<file path="src/rtl/fcmp_pkg.sv">
package fcmp_pkg;

    localparam int OPW    = 64;
    localparam int KEYW   = OPW - 1;
    localparam int NFMT   = 3;

    localparam int H_EXPW = 5;
    localparam int H_MANW = 10;
    localparam int S_EXPW = 8;
    localparam int S_MANW = 23;
    localparam int D_EXPW = 11;
    localparam int D_MANW = 52;

    typedef enum logic [1:0] {
        FMT_HALF   = 2'd0,
        FMT_SINGLE = 2'd1,
        FMT_DOUBLE = 2'd2,
        FMT_DBLALT = 2'd3
    } fp_fmt_e;

    typedef enum logic [1:0] {
        REL_EQ = 2'd0,
        REL_LT = 2'd1,
        REL_GT = 2'd2,
        REL_UN = 2'd3
    } fp_rel_e;

    typedef struct packed {
        logic            sign;
        logic            zero;
        logic            nan;
        logic            snan;
        logic            flushed;
        logic [KEYW-1:0] key;
    } fp_class_t;

    function automatic int exp_width(int f);
        return (f == 0) ? H_EXPW : (f == 1) ? S_EXPW : D_EXPW;
    endfunction

    function automatic int man_width(int f);
        return (f == 0) ? H_MANW : (f == 1) ? S_MANW : D_MANW;
    endfunction

    function automatic int fmt_index(fp_fmt_e f);
        case (f)
            FMT_HALF:   return 0;
            FMT_SINGLE: return 1;
            default:    return 2;
        endcase
    endfunction

    function automatic logic [3:0] rel_to_flags(fp_rel_e r);
        case (r)
            REL_EQ:  return 4'b0110;
            REL_LT:  return 4'b1000;
            REL_GT:  return 4'b0010;
            default: return 4'b0011;
        endcase
    endfunction

endpackage

</file>
<file path="src/rtl/fcmp_unpack.sv">
module fcmp_unpack
    import fcmp_pkg::*;
(
    input  fp_fmt_e              fmt,
    input  logic                 ftz,
    input  logic [OPW-1:0]       op,
    output fp_class_t            cls
);

    fp_class_t per_fmt [NFMT];

    for (genvar g = 0; g < NFMT; g++) begin : g_fmt
        localparam int EW = exp_width(g);
        localparam int MW = man_width(g);

        logic          sgn;
        logic [EW-1:0] ex;
        logic [MW-1:0] mn;
        logic          exp_max;
        logic          exp_nil;
        logic          man_nz;
        logic          is_sub;

        assign sgn     = op[EW+MW];
        assign ex      = op[EW+MW-1:MW];
        assign mn      = op[MW-1:0];
        assign exp_max = &ex;
        assign exp_nil = ~|ex;
        assign man_nz  = |mn;
        assign is_sub  = exp_nil & man_nz;

        always_comb begin
            per_fmt[g].sign    = sgn;
            per_fmt[g].nan     = exp_max & man_nz;
            per_fmt[g].snan    = exp_max & man_nz & ~mn[MW-1];
            per_fmt[g].flushed = ftz & is_sub;
            per_fmt[g].zero    = exp_nil & (~man_nz | ftz);
            per_fmt[g].key     = '0;
            if (!(ftz & is_sub)) begin
                per_fmt[g].key[EW+MW-1:0] = {ex, mn};
            end
        end
    end

    assign cls = per_fmt[fmt_index(fmt)];

endmodule

</file>
<file path="src/rtl/fcmp_order.sv">
module fcmp_order
    import fcmp_pkg::*;
(
    input  fp_class_t a,
    input  fp_class_t b,
    output fp_rel_e   rel
);

    logic mag_lt;
    logic mag_eq;

    assign mag_lt = a.key < b.key;
    assign mag_eq = a.key == b.key;

    always_comb begin
        if (a.nan || b.nan) begin
            rel = REL_UN;
        end else if (a.zero && b.zero) begin
            rel = REL_EQ;
        end else if (a.sign != b.sign) begin
            rel = a.sign ? REL_LT : REL_GT;
        end else if (mag_eq) begin
            rel = REL_EQ;
        end else if (mag_lt ^ a.sign) begin
            rel = REL_LT;
        end else begin
            rel = REL_GT;
        end
    end

endmodule

</file>
<file path="src/rtl/fcmp_flags.sv">
module fcmp_flags
    import fcmp_pkg::*;
(
    input  fp_rel_e    rel,
    input  fp_class_t  a,
    input  fp_class_t  b,
    input  logic       sig_mode,
    output logic [3:0] flags,
    output logic       inv,
    output logic       dnm
);

    logic any_nan;
    logic any_snan;

    assign any_nan  = a.nan | b.nan;
    assign any_snan = a.snan | b.snan;
    assign flags    = rel_to_flags(rel);
    assign inv      = any_snan | (sig_mode & any_nan);
    assign dnm      = a.flushed | b.flushed;

endmodule

</file>
<file path="src/rtl/fp_cmp_flags.sv">
module fp_cmp_flags
    import fcmp_pkg::*;
(
    input  logic        clk,
    input  logic        rst,
    input  logic        in_valid,
    input  logic [1:0]  fmt,
    input  logic        sig_mode,
    input  logic        ftz,
    input  logic [63:0] op_a,
    input  logic [63:0] op_b,
    output logic        out_valid,
    output logic [3:0]  nzcv,
    output logic        invalid,
    output logic        denorm_in
);

    fp_fmt_e    fmt_e;
    fp_class_t  cls [2];
    fp_rel_e    rel;
    logic [3:0] flags_c;
    logic       inv_c;
    logic       dnm_c;

    assign fmt_e = fp_fmt_e'(fmt);

    for (genvar i = 0; i < 2; i++) begin : g_op
        fcmp_unpack u_unpack (
            .fmt (fmt_e),
            .ftz (ftz),
            .op  ((i == 0) ? op_a : op_b),
            .cls (cls[i])
        );
    end

    fcmp_order u_order (
        .a   (cls[0]),
        .b   (cls[1]),
        .rel (rel)
    );

    fcmp_flags u_flags (
        .rel      (rel),
        .a        (cls[0]),
        .b        (cls[1]),
        .sig_mode (sig_mode),
        .flags    (flags_c),
        .inv      (inv_c),
        .dnm      (dnm_c)
    );

    always_ff @(posedge clk) begin
        if (rst) begin
            out_valid <= 1'b0;
            nzcv      <= 4'b0000;
            invalid   <= 1'b0;
            denorm_in <= 1'b0;
        end else begin
            out_valid <= in_valid;
            if (in_valid) begin
                nzcv      <= flags_c;
                invalid   <= inv_c;
                denorm_in <= dnm_c;
            end
        end
    end

endmodule

</file>
<file path="config.mk">
export PLATFORM = sky130hd
export DESIGN_NAME = fp_cmp_flags
export DESIGN_NICKNAME = d
export VERILOG_FILES = /design/src/rtl/fcmp_pkg.sv /design/src/rtl/fcmp_unpack.sv /design/src/rtl/fcmp_order.sv /design/src/rtl/fcmp_flags.sv /design/src/rtl/fp_cmp_flags.sv
export SDC_FILE = /design/constraint.sdc
export NUM_CORES = 1
export LEC_CHECK = 0
export BUFFER_PORTS_ARGS = -buffer_cell sky130_fd_sc_hd__buf_2
export CORE_MARGIN = 1
export CORE_UTILIZATION = 47
export CTS_BUF_LIST = sky130_fd_sc_hd__clkbuf_16
export CTS_CLUSTER_SIZE = 40
export DETAILED_ROUTE_END_ITERATION = 7
export PLACE_DENSITY = 0.87
export SYNTH_ARGS = -nofsm -noshare
export SYNTH_HDL_FRONTEND = slang
export SYNTH_HIERARCHICAL = 1
export SYNTH_SLANG_ARGS = --single-unit
</file>
<file path="constraint.sdc">
create_clock -name clk -period 5.3 [get_ports clk]
set_input_delay 1.06 -clock clk [delete_from_list [all_inputs] [get_ports clk]]
set_output_delay 1.06 -clock clk [all_outputs]
set_load 0.03 [all_outputs]
</file>
==> summary.md, run 1 <==
| Metric | Value |
|---|---|
| Final nets | `928` |
| Routed length on met2 | `between 6000 and 7000 µm` |
| Register area share after synthesis | `0.03694` |
| Layout cell share with drive strength beyond 1 | `0.3402` |
| Maximum capacitance violations | `0` |
| Setup TNS | `0 ns` |
| Synth warn | `6` |
| Vias | `approximately 5000` |
| Final worst path period share | `0.9907` |
| Status | `completed` |
| Internal Power | `~0.33 mW` |
| WP buf/inv | `4` |
| Ys async rst share | `0` |
| Pins Over Slew Limit | `0` |
| Switch Pwr | `between 0.2 and 0.25 mW` |
| Area grow syn2layout | `37.90%` |
| Max FO, Critical Path | `5` |
| Hold Crit Class | `reg2reg` |
| Synth cell types | `a little over 60` |
| Clock buffer count from CTS | `3` |
| GR Overflow Total | `0` |
| Initial DRC count | `386` |
| Top routing layer in use | `met4` |
| DRT Pass-1 Iters | `5` |
| DIE AREA | `around 8400 µm²` |
| Crit path capture | `nzcv[3]` |
| Post-Syn Area | `3794 µm²` |
| Slowest CP cell | `or4_4` |
| Power per cell area | `105.1 nW/µm²` |
| Avg Inst Size Synth | `6.848 µm²` |
| Avg WL per Cell | `~17 µm` |
| Maximum clock rate | `190.5 MHz` |
| Finished Layout Cells | `831` |
| Die W | `approximately 90 µm` |
| Worst R2R Path Depth | `2` |
| Element type at the critical path end | `flip-flop` |
| Post-Synthesis Cells | `between 500 and 600` |
| Register bit total from synthesis | `7` |
| Worst setup path startpoint | `op_b[15]` |
| Max Clock Skew | `0 ns` |
| Routed Antenna Nets | `0` |
| Most used DFF post-synth | `dfxtp_1` |
| Slew @ Worst Pin | `just over 0.6 ns` |
| CTS max path bufs | `2` |
| RD Place Congestion | `between 0.9 and 1` |
| Area share of the largest cell type after synthesis | `0.2078` |
| Mapped Nets | `between 700 and 800` |
| Root buffer cell | `clkbuf_16` |
| Met3 WL post-DR | `1265 µm` |
| Clock transition at the registers of the reported paths | `around 0.040 ns` |
| Initial antenna violation count | `0` |
| Power share of the combinational group | `0.669` |
| Reg power frac | `0.106` |
| Die H | `around 92 µm` |
| Reg-to-Reg End | `nzcv[1]` |
| Total global-route track usage | `0.2971` |
| Worst path depth | `20` |
| Antenna diode count | `0` |
| Final setup viols | `0` |
| Relative slew margins | `0.5955` |
| Avg Vias per Cell | `slightly above 6` |
| Placed insts | `between 800 and 900` |
| Highest cell delay on the worst timing path | `0.56 ns` |
| Clock Power Share | `0.225` |
| Critical Path AT | `5.37 ns` |
| Hold-fix buffers, CTS | `0` |
| Leakage power | `~2.7 nW` |
| Dpl ws | `-0.2866 ns` |
| Post-synth top area cell | `ha_1` |
| CTS tree | `done` |
| Final worst path period need | `~5.3 ns` |
| Sw Ratio | `0.4034` |
| Skew-Pair Late Insertion Delay | `between 0.2 and 0.25 ns` |
| Peak supply drop | `~71 µV` |
| Top delay family on crit path | `simple AND/OR/NAND/NOR gates` |
| Flop2flop setup slack | `4.69 ns` |
| I/O Pins | `142` |
| RSZ-0062 raised after global routing | `true` |
| Synth top area cells | `ha_1 (21%), and2_1 (8.9%), inv_1 (8.2%)` |
| Most instantiated library cell after synthesis | `inv_1` |
| Vias in the first global route | `between 4000 and 5000` |
| Commonest cells post-synth | `inv_1 (83), ha_1 (63), and2_1 (54), and3_1 (36), nand2_1 (34)` |
| Initial core utilization | `0.4884` |
| Sink Count | `7` |
| DP HPWL | `11000 µm` |
| Hold Fails Final Rpt | `0` |
| Final worst setup slack | `just under 0.05 ns` |
| Crit path kind | `in2reg` |
| DRT met1 WL | `approximately 5500 µm` |
| # DRC | `0` |
| R2R Path Start | `nzcv[1]` |
| EDFF count, synth | `0` |
| Routed WL | `14010 µm` |
| Port Buffers | `~140` |
| Htree depth | `1` |
| Core area | `approximately 8000 µm²` |
| Critical-path cell list | `buf_2 > or4_4 > or4_4 > nor4_4 > buf_4 > or2_4 > and3_4 > inv_1 > ha_4 > a21oi_1 > o21ai_1 > a221oi_2 > o32ai_2 > or3_4 > or3_4 > o211ai_1 > nand2b_1 > inv_2 > mux2i_1 > nor2_1` |
| Row count | `32` |
| First-pass GRT wire length | `20740 µm` |
| Critical Path RT | `~5.4 ns` |
| Worst setup SP type | `primary input` |
| Largest net degree at the start of global routing | `43` |
-- per-stage QoR --
stage               hold slack, ns  area (µm²)  utilization  power, mW
finish                      0.4888        5231       0.6735     0.5498
global placement            0.4679        4775       0.6147     0.3571
CTS                         0.4940        4867       0.6266     0.5020
global route                0.5019        5231       0.6735     0.5878
floorplan                   0.6299        3794            -     0.2428
detailed placement          0.4837        4775       0.6147     0.3755
-- layer usage --
layer  track usage  vias to the layer above
met5             0                        -
met4       0.08724                        0
met3       0.04229                       50
met2        0.5336                      318
met1        0.3642                     2310
li1              -                     2360
-- kinds of logic (layout without fill, tap and decap cells) --
logic type      Yosys count  in the layout  synth area share
simple gates            277            280            0.4370
compound gates          100            101            0.1896
buf+inv                  99            270            0.1075
fa+ha+maj                63             63            0.2078
mux                       8              8           0.02111
flops                     7              7           0.03694
-- worst reg2reg max path: cells and delay by family (launching register included) --
kind	cells	cell delay, ns
flip-flops	1	0.31
AND/OR/NAND/NOR	1	0.06
multiplexers	1	0.13
-- registers in the layout, indices dropped and copies added, names as in the netlist --
register   cells
out_valid      1
invalid        1
nzcv           4
denorm_in      1
-- cell type report --
| type | instances | area [µm²] |
|---|---|---|
| sequential | 7 | 140.1 |
| timing repair buffer | 182 | 1018 |
| clock inverter | 1 | 3.754 |
| multi-input combinational | 452 | 3551 |
| fill | 624 | 2536 |
| clock buffer | 3 | 75.07 |
| tap | 102 | 127.6 |
| inverter | 84 | 315.3 |
-- worst min path at each step --
stage	start	to	slack (ns)	cells after the start
2_1_floorplan	denorm_in	denorm_in	0.63	2
3_3_place_gp	invalid	invalid	0.47	2
3_5_place_dp	invalid	invalid	0.48	2
4_1_cts	invalid	invalid	0.49	2
5_1_grt	invalid	invalid	0.50	2
6_report	denorm_in	denorm_in	0.49	2
-- layout by cell type, fill, tap and decap left out, types with 5 or more instances in the layout --
cell type,synthesis,final
nor2_1,32,31
a21oi_1,23,19
a21boi_1,10,6
a21o_1,10,10
and2_1,54,53
o22ai_1,6,5
nand4_1,23,23
o21ai_1,3,7
buf_2,2,142
a21boi_0,7,7
nor3_1,14,12
o21ai_0,14,10
and4_1,9,9
nand3_1,12,12
nor3b_1,5,5
nand2_1,34,33
buf_4,1,38
mux2i_1,8,8
dfxtp_1,7,7
a221oi_2,4,6
nor4_1,20,20
ha_4,0,12
or4_1,6,5
nor2b_1,9,9
ha_1,63,51
and3_1,36,33
inv_1,83,82
-- power by group through the flow --
| stage | sequential, mW | combinational [mW] | clock [mW] |
|---|---|---|---|
| floorplan | 0.0651 | 0.178 | 0 |
| global placement | 0.0586 | 0.299 | 0 |
| detailed placement | 0.0588 | 0.317 | 0 |
| CTS | 0.0581 | 0.319 | 0.125 |
| global route | 0.0584 | 0.400 | 0.129 |
| finish | 0.0581 | 0.368 | 0.124 |
-- timing repair --
action / CTS / global route
buffers inserted: 1 / 7
pin swaps: 2 / 11
endpoints found under the setup margin: 2 / 4
gates cloned: 1 / 4
gates resized for setup: 0 / 49
Power figures use the tool's default switching activity.
==> run 2: changes to the inputs <==
Settings changed: CORE_UTILIZATION 47 to 44, PLACE_DENSITY 0.87 to 0.86, SYNTH_HIERARCHICAL 1 to unset.
==> run 2 against run 1 <==
Against the previous run:
- via count shrank 18%
- die area shrank 13%
- largest power group unchanged
- clock-buffer cell count is the same
- combinational power shrank 27%
- clock power is essentially flat
- routed wire length shrank 27%
==> summary.md, run 2 <==
| Metric | Value |
|---|---|
| Max Clock Skew | `0 ns (unchanged)` |
| Top delay family on crit path | `simple AND/OR/NAND/NOR gates` |
| Flop2flop setup slack | `4.60 ns (-0.09 ns)` |
| Avg Inst Size Synth | `6.812 µm² (-0.52%)` |
| Ys async rst share | `0 (unchanged)` |
| Biggest register | `nzcv` |
| DRT Pass-1 Iters | `5 (unchanged)` |
| Status | `completed` |
| Vias in the first global route | `3969 (-16%)` |
| Initial core utilization | `0.4532 (-0.03518)` |
| Final nets | `788 (-15%)` |
| Leading cell types in the layout, fill and taps excluded | `buf_2 (141), nand2_1 (89), ha_1 (63)` |
| Maximum capacitance violations | `0 (unchanged)` |
| Final setup viols | `0 (unchanged)` |
| Worst setup SP type | `primary input` |
| Initial DRC count | `164 (-58%)` |
| Relative slew margins | `0.6650 (+0.06954)` |
| Mapped Nets | `650 (-14%)` |
| R2R Path Start | `nzcv[1]` |
| DIE AREA | `7337 µm² (-13%)` |
| Most common cell after layout, fill and taps aside | `buf_2` |
| Max FO, Critical Path | `15 (+10)` |
| Synth cell types | `46 (-26%)` |
| Crit path kind | `in2reg` |
| Maximum clock rate | `203.8 MHz (+7.0%)` |
| Fin area | `3965 µm² (-24%)` |
| RSZ-0062 raised after global routing | `false` |
| Reg-to-Reg End | `nzcv[1]` |
| Power per cell area | `113.9 nW/µm² (+8.4%)` |
| Sink Count | `7 (unchanged)` |
| Final worst path period share | `0.9260 (-0.06467)` |
| Hold-fix buffers, CTS | `0 (unchanged)` |
| Root buffer cell | `clkbuf_16` |
| Core area | `6794 µm² (-13%)` |
| Worst Hold Path EP | `invalid` |
| Post-Syn Area | `3079 µm² (-19%)` |
| First-pass GRT wire length | `17020 µm (-18%)` |
| Area share of the largest cell type after synthesis | `0.2560 (+0.04821)` |
| Critical Path RT | `5.47 ns (+0.05 ns)` |
| WP buf/inv | `2 (-2)` |
| Highest cell delay on the worst timing path | `0.51 ns (-0.05 ns)` |
| Avg WL per Cell | `14.98 µm (-11%)` |
| Element type at the critical path end | `flip-flop` |
| Slowest CP cell | `or4_1` |
| DP HPWL | `8879 µm (-19%)` |
| Area grow syn2layout | `28.77%` |
| Commonest cells post-synth | `nand2_1 (89), ha_1 (63), and2_1 (56), nand4_1 (29), a21oi_1 (27)` |
| Placed instance area | `3885 µm² (-19%)` |
| Total global-route track usage | `0.2791 (-0.01806)` |
| Worst R2R Path Depth | `3 (+1)` |
| # fillers | `646 (+3.5%)` |
| EDFF count, synth | `0 (unchanged)` |
| Critical Path AT | `5.08 ns (-0.29 ns)` |
| Register area share after synthesis | `0.04551 (+0.008571)` |
| Hold Path Stages | `2 (unchanged)` |
| Post-Synthesis Cells | `452 (-18%)` |
| Most used DFF post-synth | `dfxtp_1` |
| Htree depth | `1 (unchanged)` |
| Die W | `85.66 µm (-6.7%)` |
| Hold Startpoint | `invalid` |
| CTS max path bufs | `2 (unchanged)` |
| Clock transition at the registers of the reported paths | `0.04 ns (about the same)` |
| Setup repair bufs after CTS | `0 (-1)` |
| Initial antenna violation count | `0 (unchanged)` |
| Register bit total from synthesis | `7 (unchanged)` |
| Critical-path cell list | `buf_2 > or4_1 > nor4_1 > buf_4 > nand3_1 > and3_1 > o21ai_2 > and3_1 > ha_1 > a211oi_1 > nor2_1 > o31ai_1 > a211oi_1 > or3_1 > or4_1 > nand4_1 > and2_1` |
| Setup TNS | `0 ns (unchanged)` |
| Skew-Pair Late Insertion Delay | `0.22 ns (about the same)` |
| Final worst path period need | `4.908 ns (-0.3427 ns)` |
| Synth top area cells | `ha_1 (26%), and2_1 (11%), nand2_1 (11%)` |
| Leakage power | `2.010 nW (-25%)` |
| Slew @ Worst Pin | `0.4979 ns (-0.1053 ns)` |
| Max reg flops | `4 (unchanged)` |
| Peak supply drop | `117.5 µV (+66%)` |
| Layout cell share with drive strength beyond 1 | `0.2767 (-0.06345)` |
| Post-synth top area cell | `ha_1` |
| Die H | `85.66 µm (-6.7%)` |
| I/O Pins | `142 (unchanged)` |
| Most instantiated library cell after synthesis | `nand2_1` |
| Routed WL | `10260 µm (-27%)` |
| # DRC | `0 (unchanged)` |
| Port Buffers | `141 (unchanged)` |
| Hold Crit Class | `reg2reg` |
| GR Overflow Total | `0 (unchanged)` |
| Post_cts resized | `0 (unchanged)` |
| Synth warn | `0 (-6)` |
| Routed Antenna Nets | `0 (unchanged)` |
| CTS tree | `done` |
| RD Place Congestion | `0.9287 (-4.2%)` |
| Vias | `4130 (-18%)` |
| Pins Over Slew Limit | `0 (unchanged)` |
| Antenna diode count | `0 (unchanged)` |
| Hold Fails Final Rpt | `0 (unchanged)` |
| Largest net degree at the start of global routing | `32 (-26%)` |
| Row count | `30 (-6.3%)` |
| Clock buffer count from CTS | `3 (unchanged)` |
| Avg Vias per Cell | `6.029 (-0.55%)` |
[run 2: tightest hold or removal path, cell delays in order (launching register included)]
cell	delay, ns
dfxtp_1	0.30
nor2_1	0.09
nor3_1	0.05
[run 2: worst max path at each step]
stage	start	endpoint	depth (start not counted)
floorplan	op_b[27]	nzcv[3]	16
global placement	op_b[27]	nzcv[3]	17
detailed placement	op_b[27]	nzcv[1]	17
CTS	op_b[27]	nzcv[1]	17
global route	op_b[27]	nzcv[1]	17
finish	op_a[32]	nzcv[1]	17
[run 2: area by class of cell]
type / count / area [µm²] / share of cell area
timing repair buffer: 147 / 750.7 / 0.1893
clock buffer: 3 / 75.07 / 0.01893
inverter: 6 / 22.52 / 0.005680
sequential: 7 / 140.1 / 0.03534
tap: 96 / 120.1 / 0.03029
multi-input combinational: 425 / 2853 / 0.7195
clock inverter: 1 / 3.754 / 0.0009467
[run 2: layer usage]
metal,part of all wire,track usage,vias to the layer above
met3,0.077,0.02406,33
met2,0.48,0.5091,219
li1,-,-,1986
met4,0.028,0.1030,0
met1,0.41,0.3397,1892
met5,0,0,-
[run 2: where the power goes]
| group | internal, mW | leakage [nW] | total (mW) | switching, mW |
|---|---|---|---|---|
| Clock | 0.0979 | 0.0423 | 0.124 | 0.0263 |
| Combinational | 0.122 | 1.91 | 0.270 | 0.148 |
| Sequential | 0.0561 | 0.0576 | 0.0578 | 0.00169 |
[run 2: per-stage QoR]
stage | total power [mW] | instances | hold slack (ns) | setup slack [ns] | util
4_1_cts | 0.4496 | 685 | 0.4848 | 0.3087 | 0.5834
2_1_floorplan | 0.2114 | 452 | 0.5863 | 0.5454 | -
5_1_grt | 0.4920 | 685 | 0.5074 | 0.07206 | 0.5836
3_3_place_gp | 0.3113 | 681 | 0.4695 | 0.1747 | 0.5718
6_report | 0.4516 | 685 | 0.4883 | 0.3923 | 0.5836
3_5_place_dp | 0.3228 | 681 | 0.4787 | 0.08119 | 0.5718
[run 2: cell families (layout without fill, tap and decap cells)]
family	Yosys count	count (layout)	share of synthesized area
buffers and inverters	20	157	0.02844
AOI/OAI and AO/OA	71	71	0.1556
adders and majority gates	63	63	0.2560
muxes	3	3	0.009753
and+or+nand+nor	288	288	0.5047
DFF	7	7	0.04551
==> run 3: changes to the inputs <==
Settings changed: BUFFER_PORTS_ARGS -buffer_cell sky130_fd_sc_hd__buf_2 to unset, CORE_UTILIZATION 44 to 51, DONT_BUFFER_PORTS set to 1, PLACE_DENSITY 0.86 to 0.76.
==> run 3 against run 2 <==
Against the previous run:
- cell area down 19%
- clock skew unchanged
- first-iteration DRC count down 4.3%
- maximum frequency up 0.97%
- critical path depth down 1
- final cell count down 24%
- sequential power up 11%
- flip-flop and latch count unchanged
- worst hold slack better by 0.13 ns
- register-to-register slack worse by 0.20 ns
- global-route usage down 0.11 points
==> summary.md, run 3 (synthesis results as in run 2) <==
| Metric | Value |
|---|---|
| Avg Vias per Cell | `6.584 (+9.2%)` |
| # DRC | `0 (unchanged)` |
| Leading cell types in the layout, fill and taps excluded | `nand2_1 (89), ha_1 (63), and2_1 (56)` |
| # fillers | `558 (-14%)` |
| Post_cts resized | `0 (unchanged)` |
| Largest net degree at the start of global routing | `32 (unchanged)` |
| GR Overflow Total | `0 (unchanged)` |
| Initial antenna violation count | `0 (unchanged)` |
| Initial core utilization | `0.5425 (+0.08933)` |
| Setup repair bufs after CTS | `0 (unchanged)` |
| Final nets | `646 (-18%)` |
| Leakage power | `1.443 nW (-28%)` |
| Highest cell delay on the worst timing path | `0.53 ns (+0.02 ns)` |
| Critical-path cell list | `or4_4 > nor4bb_1 > nor4b_4 > o22ai_1 > nand2_1 > and2_1 > nand2_1 > ha_1 > a211oi_1 > nor2_1 > o31ai_1 > a211oi_1 > or3_1 > or4_1 > nand4_1 > and2_1` |
| DRT Pass-1 Iters | `5 (unchanged)` |
| Core area | `5675 µm² (-16%)` |
| CTS max path bufs | `2 (unchanged)` |
| Relative slew margins | `0.6813 (+0.01625)` |
| Element type at the critical path end | `flip-flop` |
| DP HPWL | `7781 µm (-12%)` |
| Avg WL per Cell | `17.41 µm (+16%)` |
| Hold Crit Class | `reg2reg` |
| Critical Path RT | `5.47 ns (about the same)` |
| Status | `completed` |
| Slew @ Worst Pin | `0.4778 ns (-0.02011 ns)` |
| Row count | `27 (-10%)` |
| Total global-route track usage | `0.2780 (-0.001092)` |
| Vias | `3417 (-17%)` |
| I/O Pins | `142 (unchanged)` |
| Sink Count | `7 (unchanged)` |
| Area grow syn2layout | `4.592%` |
| Routed WL | `9036 µm (-12%)` |
| Final setup viols | `0 (unchanged)` |
| CTS tree | `done` |
| Max Clock Skew | `0 ns (unchanged)` |
| Final worst path period share | `0.9171 (-0.008859)` |
| Power per cell area | `115.1 nW/µm² (+1.1%)` |
| Max reg flops | `4 (unchanged)` |
| First-pass GRT wire length | `14240 µm (-16%)` |
| Placed instance area | `3142 µm² (-19%)` |
| Most common cell after layout, fill and taps aside | `nand2_1` |
| Vias in the first global route | `3292 (-17%)` |
| Htree depth | `1 (unchanged)` |
| Peak supply drop | `88.05 µV (-25%)` |
| DIE AREA | `6352 µm² (-13%)` |
| Pins Over Slew Limit | `0 (unchanged)` |
| Layout cell share with drive strength beyond 1 | `0.04474 (-0.2320)` |
| Clock buffer count from CTS | `3 (unchanged)` |
| Slowest CP cell | `or4_4` |
| Skew-Pair Late Insertion Delay | `0.23 ns (about the same)` |
| Worst setup SP type | `primary input` |
| RD Place Congestion | `0.8905 (-4.1%)` |
| Clock transition at the registers of the reported paths | `0.04 ns (about the same)` |
| Crit path kind | `in2reg` |
| Die W | `79.70 µm (-7.0%)` |
| Max FO, Critical Path | `12 (-3)` |
| Register area | `140.1 µm² (unchanged)` |
| Final worst path period need | `4.861 ns (-0.04695 ns)` |
| Hold Fails Final Rpt | `0 (unchanged)` |
| Setup TNS | `0 ns (unchanged)` |
| RSZ-0062 raised after global routing | `false` |
| Maximum clock rate | `205.7 MHz (+0.97%)` |
| Biggest register | `nzcv` |
| Routed Antenna Nets | `0 (unchanged)` |
| Port Buffers | `0 (-100%)` |
| Die H | `79.70 µm (-7.0%)` |
| Critical Path AT | `5.03 ns (-0.05 ns)` |
| Fin area | `3221 µm² (-19%)` |
| Hold-fix buffers, CTS | `0 (unchanged)` |
| Multi-input logic area | `2851 µm² (about the same)` |
| Antenna diode count | `0 (unchanged)` |
| Maximum capacitance violations | `0 (unchanged)` |
| Root buffer cell | `clkbuf_16` |
| Initial DRC count | `157 (-4.3%)` |
## run 3: cell types whose count changed in the layout (fill, tap and decap cells not counted)
cell and change:
and2_2 -1, buf_4 -1, and2_1 +1, buf_2 -141
## run 3: worst paths after layout
kind                   from        end  slack, ns  cells after the start
setup / recovery   op_b[27]    nzcv[1]       0.44                     16
hold / removal      nzcv[2]    nzcv[2]       0.62                      2
setup reg to reg  denorm_in  denorm_in       4.40                      2
hold reg to reg     nzcv[2]    nzcv[2]       0.62                      2
## run 3: final cells by class
type	count	share of cell area
clock buffer	3	0.02331
clock inverter	1	0.001166
inverter	6	0.006993
multi-input combinational	425	0.8854
sequential	7	0.04351
tap	72	0.02797
timing repair buffer	5	0.01166
## run 3: stage by stage
step / setup WS, ns / power [mW] / utilization / hold WS [ns] / cells
3_3_place_gp: 0.2544 / 0.2374 / 0.5536 / 0.6096 / 515
2_1_floorplan: 0.5454 / 0.2114 / - / 0.5863 / 452
5_1_grt: 0.1803 / 0.4005 / 0.5675 / 0.6437 / 519
4_1_cts: 0.4441 / 0.3698 / 0.5675 / 0.6185 / 519
3_5_place_dp: 0.2087 / 0.2421 / 0.5536 / 0.6126 / 515
6_report: 0.4393 / 0.3707 / 0.5675 / 0.6187 / 519
## run 3: routing by layer
layer	share of wire	up-vias	global-route usage
li1	-	1695	-
met1	0.42	1538	0.3556
met2	0.48	178	0.4923
met3	0.10	6	0.04114
met4	0.0052	0	0.04727
met5	0	-	0
## run 3: critical path: cells and delay by family
kind	cells	cell delay (ns)
adders and majority gates	1	0.31
AOI/OAI and AO/OA	4	0.74
and+or+nand+nor	11	2.92
## run 3: power by group
group,internal (mW),switching [mW]
logic,0.0840,0.0954
registers,0.0561,0.00810
clock network,0.0981,0.0290
total,0.238,0.132
